`src/rtl/mpa_crc_pkg.sv`:
```
package mpa_crc_pkg;

    localparam int CRC_W     = 16;
    localparam logic [CRC_W-1:0] CRC_POLY = 16'h8005;
    localparam logic [CRC_W-1:0] CRC_INIT = 16'hFFFF;
    localparam int SUBBANDS  = 32;
    localparam int ALLOC_W   = 4;
    localparam int HDR_HALF  = 16;
    localparam int CHK_W     = 16;
    localparam int MAX_CHANS = 2;
    localparam int ALLOC_MAX = ALLOC_W * SUBBANDS * MAX_CHANS;
    localparam int CNT_W     = $clog2(ALLOC_MAX + 1);

    typedef enum logic [2:0] {
        PH_IDLE,
        PH_FIXED,
        PH_HDRP,
        PH_CHKW,
        PH_ALLOC
    } phase_e;

    typedef enum logic [1:0] {
        CM_STEREO = 2'b00,
        CM_JOINT  = 2'b01,
        CM_DUAL   = 2'b10,
        CM_MONO   = 2'b11
    } chmode_e;

    // protected header half, packed in arrival order (first bit = MSB)
    typedef struct packed {
        logic [3:0] rate;
        logic [1:0] fs;
        logic       pad;
        logic       priv;
        chmode_e    mode;
        logic [1:0] ext;
        logic       copy;
        logic       orig;
        logic [1:0] emph;
    } hdr_prot_t;

    function automatic logic [CRC_W-1:0] crc_step(input logic [CRC_W-1:0] c,
                                                  input logic d);
        logic fb;
        logic [CRC_W-1:0] s;
        fb = c[CRC_W-1] ^ d;
        s  = {c[CRC_W-2:0], 1'b0};
        return fb ? (s ^ CRC_POLY) : s;
    endfunction

    function automatic logic [CNT_W-1:0] alloc_bits(input hdr_prot_t h);
        int chans;
        int bound;
        case (h.mode)
            CM_MONO:  begin chans = 1; bound = SUBBANDS; end
            CM_JOINT: begin chans = 2; bound = 4 * (int'(h.ext) + 1); end
            default:  begin chans = 2; bound = SUBBANDS; end
        endcase
        return CNT_W'(ALLOC_W * (chans * bound + SUBBANDS - bound));
    endfunction

endpackage

```
`src/rtl/mpa_crc_shift.sv`:
```
module mpa_crc_shift
    import mpa_crc_pkg::*;
(
    input  logic             clk,
    input  logic             rst,
    input  logic             clear,
    input  logic             shift_en,
    input  logic             din,
    output logic [CRC_W-1:0] crc_q,
    output logic [CRC_W-1:0] crc_nxt
);

    assign crc_nxt = crc_step(crc_q, din);

    always_ff @(posedge clk) begin
        if (rst || clear) begin
            crc_q <= CRC_INIT;
        end else if (shift_en) begin
            crc_q <= crc_nxt;
        end
    end

    a_r2_preset: assert property (@(posedge clk) disable iff (rst)
        clear |=> crc_q == CRC_INIT)
        else $error("crc not preset after clear");

endmodule

```
`src/rtl/mpa_crc_word.sv`:
```
module mpa_crc_word #(
    parameter int W = 16
) (
    input  logic         clk,
    input  logic         rst,
    input  logic         clear,
    input  logic         shift_en,
    input  logic         din,
    output logic [W-1:0] word_q
);

    always_ff @(posedge clk) begin
        if (rst || clear) begin
            word_q <= '0;
        end else if (shift_en) begin
            word_q <= {word_q[W-2:0], din};
        end
    end

endmodule

```
`src/rtl/mpa_crc_phase.sv`:
```
module mpa_crc_phase
    import mpa_crc_pkg::*;
(
    input  logic clk,
    input  logic rst,
    input  logic frame_start,
    input  logic bit_valid,
    input  logic bit_in,
    output logic feed_en,
    output logic chk_en,
    output logic last_bit
);

    phase_e           phase;
    logic [CNT_W-1:0] cnt;
    hdr_prot_t        hdr;
    logic             take;
    logic             at_end;

    assign take     = bit_valid && !frame_start;
    assign at_end   = (cnt == '0);
    assign feed_en  = take && (phase == PH_HDRP || phase == PH_ALLOC);
    assign chk_en   = take && (phase == PH_CHKW);
    assign last_bit = take && (phase == PH_ALLOC) && at_end;

    always_ff @(posedge clk) begin
        if (rst) begin
            phase <= PH_IDLE;
            cnt   <= '0;
            hdr   <= '0;
        end else if (frame_start) begin
            phase <= PH_FIXED;
            cnt   <= CNT_W'(HDR_HALF - 1);
        end else if (bit_valid) begin
            case (phase)
                PH_FIXED: begin
                    if (at_end) begin
                        // last fixed bit is the protection flag: 1 = no check word
                        phase <= bit_in ? PH_IDLE : PH_HDRP;
                        cnt   <= CNT_W'(HDR_HALF - 1);
                    end else begin
                        cnt <= cnt - 1'b1;
                    end
                end
                PH_HDRP: begin
                    hdr <= hdr_prot_t'({hdr[HDR_HALF-2:0], bit_in});
                    if (at_end) begin
                        phase <= PH_CHKW;
                        cnt   <= CNT_W'(CHK_W - 1);
                    end else begin
                        cnt <= cnt - 1'b1;
                    end
                end
                PH_CHKW: begin
                    if (at_end) begin
                        phase <= PH_ALLOC;
                        cnt   <= alloc_bits(hdr) - 1'b1;
                    end else begin
                        cnt <= cnt - 1'b1;
                    end
                end
                PH_ALLOC: begin
                    if (at_end) begin
                        phase <= PH_IDLE;
                    end else begin
                        cnt <= cnt - 1'b1;
                    end
                end
                default: ;
            endcase
        end
    end

    a_r6_cnt_bound: assert property (@(posedge clk) disable iff (rst)
        phase == PH_ALLOC |-> cnt < CNT_W'(ALLOC_MAX))
        else $error("allocation counter out of range");

    a_r10_restart: assert property (@(posedge clk) disable iff (rst)
        frame_start |=> phase == PH_FIXED && cnt == CNT_W'(HDR_HALF - 1))
        else $error("frame start did not restart the sequence");

    a_r11_idle_quiet: assert property (@(posedge clk) disable iff (rst)
        phase == PH_IDLE && !frame_start |=> phase == PH_IDLE)
        else $error("left idle without a frame start");

endmodule

```
`src/rtl/mpa_frame_crc_check.sv`:
```
module mpa_frame_crc_check
    import mpa_crc_pkg::*;
(
    input  logic clk,
    input  logic rst,
    input  logic frame_start,
    input  logic bit_valid,
    input  logic bit_in,
    output logic crc_ok,
    output logic crc_err
);

    logic             feed_en;
    logic             chk_en;
    logic             last_bit;
    logic [CRC_W-1:0] crc_q;
    logic [CRC_W-1:0] crc_nxt;
    logic [CHK_W-1:0] chk_q;
    logic             match;

    mpa_crc_phase u_phase (
        .clk         (clk),
        .rst         (rst),
        .frame_start (frame_start),
        .bit_valid   (bit_valid),
        .bit_in      (bit_in),
        .feed_en     (feed_en),
        .chk_en      (chk_en),
        .last_bit    (last_bit)
    );

    mpa_crc_shift u_shift (
        .clk      (clk),
        .rst      (rst),
        .clear    (frame_start),
        .shift_en (feed_en),
        .din      (bit_in),
        .crc_q    (crc_q),
        .crc_nxt  (crc_nxt)
    );

    mpa_crc_word #(.W(CHK_W)) u_word (
        .clk      (clk),
        .rst      (rst),
        .clear    (frame_start),
        .shift_en (chk_en),
        .din      (bit_in),
        .word_q   (chk_q)
    );

    // compare against the register value that includes the last bit
    assign match = (crc_nxt == chk_q);

    always_ff @(posedge clk) begin
        if (rst) begin
            crc_ok  <= 1'b0;
            crc_err <= 1'b0;
        end else begin
            crc_ok  <= last_bit && match;
            crc_err <= last_bit && !match;
        end
    end

    a_r7_single_pulse: assert property (@(posedge clk) disable iff (rst)
        crc_ok |=> !crc_ok)
        else $error("pass flag longer than one cycle");

    a_r8_err_pulse: assert property (@(posedge clk) disable iff (rst)
        crc_err |=> !crc_err)
        else $error("error flag longer than one cycle");

    a_r8_exclusive: assert property (@(posedge clk) disable iff (rst)
        !(crc_ok && crc_err))
        else $error("both flags high");

    a_r10_no_flag_on_start: assert property (@(posedge clk) disable iff (rst)
        frame_start |=> !crc_ok && !crc_err)
        else $error("flag raised by aborted frame");

    a_r9_stall_hold: assert property (@(posedge clk) disable iff (rst)
        !bit_valid && !frame_start |=> $stable(crc_q) && $stable(chk_q))
        else $error("state changed on an empty cycle");

    a_r5_chk_not_fed: assert property (@(posedge clk) disable iff (rst)
        chk_en |=> $stable(crc_q))
        else $error("check word bit entered the crc");

endmodule

```
`config.mk`:
```
export PLATFORM = sky130hd
export DESIGN_NAME = mpa_frame_crc_check
export DESIGN_NICKNAME = d
export VERILOG_FILES = /design/src/rtl/mpa_crc_pkg.sv /design/src/rtl/mpa_crc_shift.sv /design/src/rtl/mpa_crc_word.sv /design/src/rtl/mpa_crc_phase.sv /design/src/rtl/mpa_frame_crc_check.sv
export SDC_FILE = /design/constraint.sdc
export NUM_CORES = 1
export LEC_CHECK = 0
export BUFFER_PORTS_ARGS = -buffer_cell sky130_fd_sc_hd__buf_2
export CAP_MARGIN = 15
export CORE_MARGIN = 5
export CORE_UTILIZATION = 55
export CTS_CLUSTER_SIZE = 14
export DETAILED_ROUTE_END_ITERATION = 8
export MAX_ROUTING_LAYER = met4
export PLACE_DENSITY = 0.75
export SYNTH_ARGS = -nofsm -noshare
export SYNTH_HDL_FRONTEND = slang
export SYNTH_SLANG_ARGS = --single-unit
```
`constraint.sdc`:
```
create_clock -name clk -period 8.2 [get_ports clk]
set_input_delay 0.82 -clock clk [delete_from_list [all_inputs] [get_ports clk]]
set_output_delay 0.82 -clock clk [all_outputs]
set_load 0.05 [all_outputs]
```
==> reports/results.tsv <==
stage	metric	value	unit
run_status	run_status	completed	
routing	drt_iter0_drc	157	
clock_tree	cts.sinks	54	
power_and_ir_drop	power.total	470	µW
clock_tree	clock_latency	310	ps
synthesis	synth.cell_area	2800	µm²
routing	postRouteAntennaNets	0	
critical_path	cpPeakStageDelay	580	ps
layout	final_util	58.8	%
synthesis	synth_top_flop_cell	dfxtp_1	
timing	finClkSkew	9.04	ps
timing	setup_viol	0	
clock_tree	post_cts_resized	0	
routing	drt-total-wl	5.35	mm
place	hpwl	3.87	mm
layout	area_growth	5.23	%
power_and_ir_drop	power_switching	119	µW
routing	wire_per_inst	13.0	µm
global_routing	grt_max_degree	25	
critical_path	path_buf_inv	3	
timing	hold_viol	0	
critical_path	crit_path_start_kind	flop	
hold_path	hold_start	u_word.word_q[15]	
power_and_ir_drop	pwr-share-comb	8.8	%
timing	finalCritPeriodShare	45.1	%
clock_tree	clockBufferDepth	2	
synthesis	ys_types	47	
global_routing	grt_pass1_wl	9.47	mm
timing	max_clock_freq	270	MHz
power_and_ir_drop	p_int	351	µW
global_routing	grt_overflow_total	0	
timing	whs	484	ps
die	core_area	5010	µm²
synthesis	ys_seq_elements	54	
clock_tree	cts_buffers	5	
power_and_ir_drop	ir_worst_vdd	0.0000765	V
critical_path	crit_chain	nor3b_1 > ha_1 > inv_1 > fa_1 > inv_1 > ha_1 > ha_1 > inv_1 > fa_1 > nand3b_1 > xnor3_1 > o211ai_1 > a21oi_1	
layout	n_fill_cell	499	
clock_tree	post_cts_buffers	0	
layout	multi_input_area	1580	µm²
die	die_y	81.4	µm
critical_path	critPathLaunch	u_phase.hdr[6]	
synthesis	synth-edff-count	0	
layout	final_cell_mix	nand2_1 (67), dfxtp_1 (54), a21oi_1 (27)	
critical_path	crit_type	flop to flop	
power_and_ir_drop	p_seq_share	57.0	%
layout	drive_above_1_share	6.43	%
timing	timing.slew.headroom	29.0	%
power_and_ir_drop	p_leak	0.00115	µW
power_and_ir_drop	power_per_cell_area	160	nW/µm²
global_routing	grt_pass1_vias	2111	
critical_path	crit_slowest_cell	nor3b_1	
die	die_x	81.4	µm
clock_tree	cts_root_buf	clkbuf_8	
routing	vias	2253	
critical_path	worstPathMaxFanout	5	
routing	vias_per_cell	5.47	
timing	finalSetupTns	0	ps
layout	seq_area	1080	µm²
global_routing	grt_usage	18.7	%
layout	fin_nets	360	
timing	tightest_slew	1060	ps
power_and_ir_drop	clockPowerShare	34.2	%
critical_path	critPathTopFamily	adder cells	
synthesis	syn_inst	344	
clock_tree	htree_levels	2	
layout	final_common_cell	nand2_1	
synthesis	synth-async-reset-ratio	0	%
critical_path	rrSetupSlack	4500	ps
critical_path	required	8390	ps
clock_tree	hold_buffers	0	
die	initial_utilization	55.9	%
synthesis	synth-seq-area-share	38.6	%
timing	rsz0062_at_grt	false	
place	finalWeightedCongestion	0.756	
critical_path	r2r_start	u_phase.hdr[6]	
critical_path	end_kind	flop	
synthesis	synth.avg_cell_area	8.14	µm²
flow_run	drv_cap	0	
layout	num_antenna_cells	0	
clock_tree	tritoncts	done	
timing	drv_slew	0	
place	io_buffers	6	
power_and_ir_drop	sw_frac_of_total	25.3	%
clock_tree	clk_pin_slew	100	ps
die	die-area	6620	µm²
timing	period_minus_slack	3700	ps
synthesis	ys.warnings.count	0	
die	pin_count	7	
hold_path	hold_class	flop to flop	
routing	drc_errors	0	
die	rows	26	
global_routing	antenna_found_initial	0	
routing	dr.pass1.iters	5	
critical_path	cp.arrival	3890	ps
-- flip-flops by register name (all words and copies together) (netlist names) --
signal,cells
crc_err,1
crc_ok,1
u_phase.cnt,9
u_phase.hdr,8
u_phase.phase,3
u_shift.crc_q,16
u_word.word_q,16
-- worst min-delay path, cell delays in order (launching register included) --
cell and delay, ps:
dfxtp_1 330, nand2_1 50, a21oi_1 60
-- layout make-up --
cell class	instances	share of cell area [%]
flip-flops and latches	54	36.7
repair buffers	7	1.27
multi-input cells	256	53.5
well taps	70	2.97
clock inverters	2	0.552
inverters	17	2.17
clock buffers	6	2.80
-- through the flow --
step / instances / area (µm²) / worst slack [ps]
after floorplan: 345 / 2800 / 4790
after global placement: 403 / 2840 / 4640
after detailed placement: 403 / 2840 / 4490
after CTS: 411 / 2940 / 4460
after global routing: 412 / 2950 / 4270
final: 412 / 2950 / 4500
-- layer usage --
metal	GRT usage (%)	vias to the layer above	share of wire [%]
li1	-	1157	-
met1	23.9	1057	49
met2	29.9	30	46
met3	3.33	9	3.4
met4	6.25	0	1.3
met5	-	-	0
-- cell families (layout without fill, tap and decap cells) --
family	after synthesis	in the layout	share of synthesized area [%]
mux	8	8	2.86
buf+inv	35	32	5.36
flops	54	54	38.6
simple gates	152	152	26.4
xor+xnor	26	26	8.62
fa+ha+maj	14	14	7.06
other cells	2	3	0.268
compound gates	53	53	10.9
-- synth_stat cells, drive strengths merged (3+ instances only) --
| library cell | instances | area [µm²] |
|---|---|---|
| mux2i | 8 | 80.1 |
| nand4 | 3 | 18.8 |
| nand3 | 18 | 90.1 |
| o21ai | 12 | 60.1 |
| nor4 | 5 | 31.3 |
| nand2 | 67 | 251 |
| xnor2 | 16 | 140 |
| nor2 | 19 | 71.3 |
| nor3 | 14 | 75.1 |
| ha | 11 | 138 |
| o211ai | 3 | 22.5 |
| xor2 | 9 | 78.8 |
| dfxtp | 54 | 1080 |
| and2 | 3 | 18.8 |
| inv | 17 | 63.8 |
| a21oi | 27 | 135 |
| fa | 3 | 60.1 |
| or3 | 3 | 20.0 |
| a211oi | 4 | 30.0 |
| or4 | 4 | 33.8 |
| clkbuf | 16 | 70.1 |
-- power by group through the flow --
stage          Combinational, µW  Sequential (µW)  Clock, µW
2_1_floorplan               33.6              273          0
3_3_place_gp                38.9              274          0
3_5_place_dp                40.7              274          0
4_1_cts                     40.9              268        163
5_1_grt                     46.6              269        176
6_report                    41.4              268        161
-- path summary, 6_finish.rpt --
kind,depth (start not counted),endpoint
max,13,u_phase.cnt[8]
min,2,u_word.word_q[15]
max reg2reg,13,u_phase.cnt[8]
min reg2reg,2,u_word.word_q[15]
Note: power is estimated with default switching activity, not from simulation.
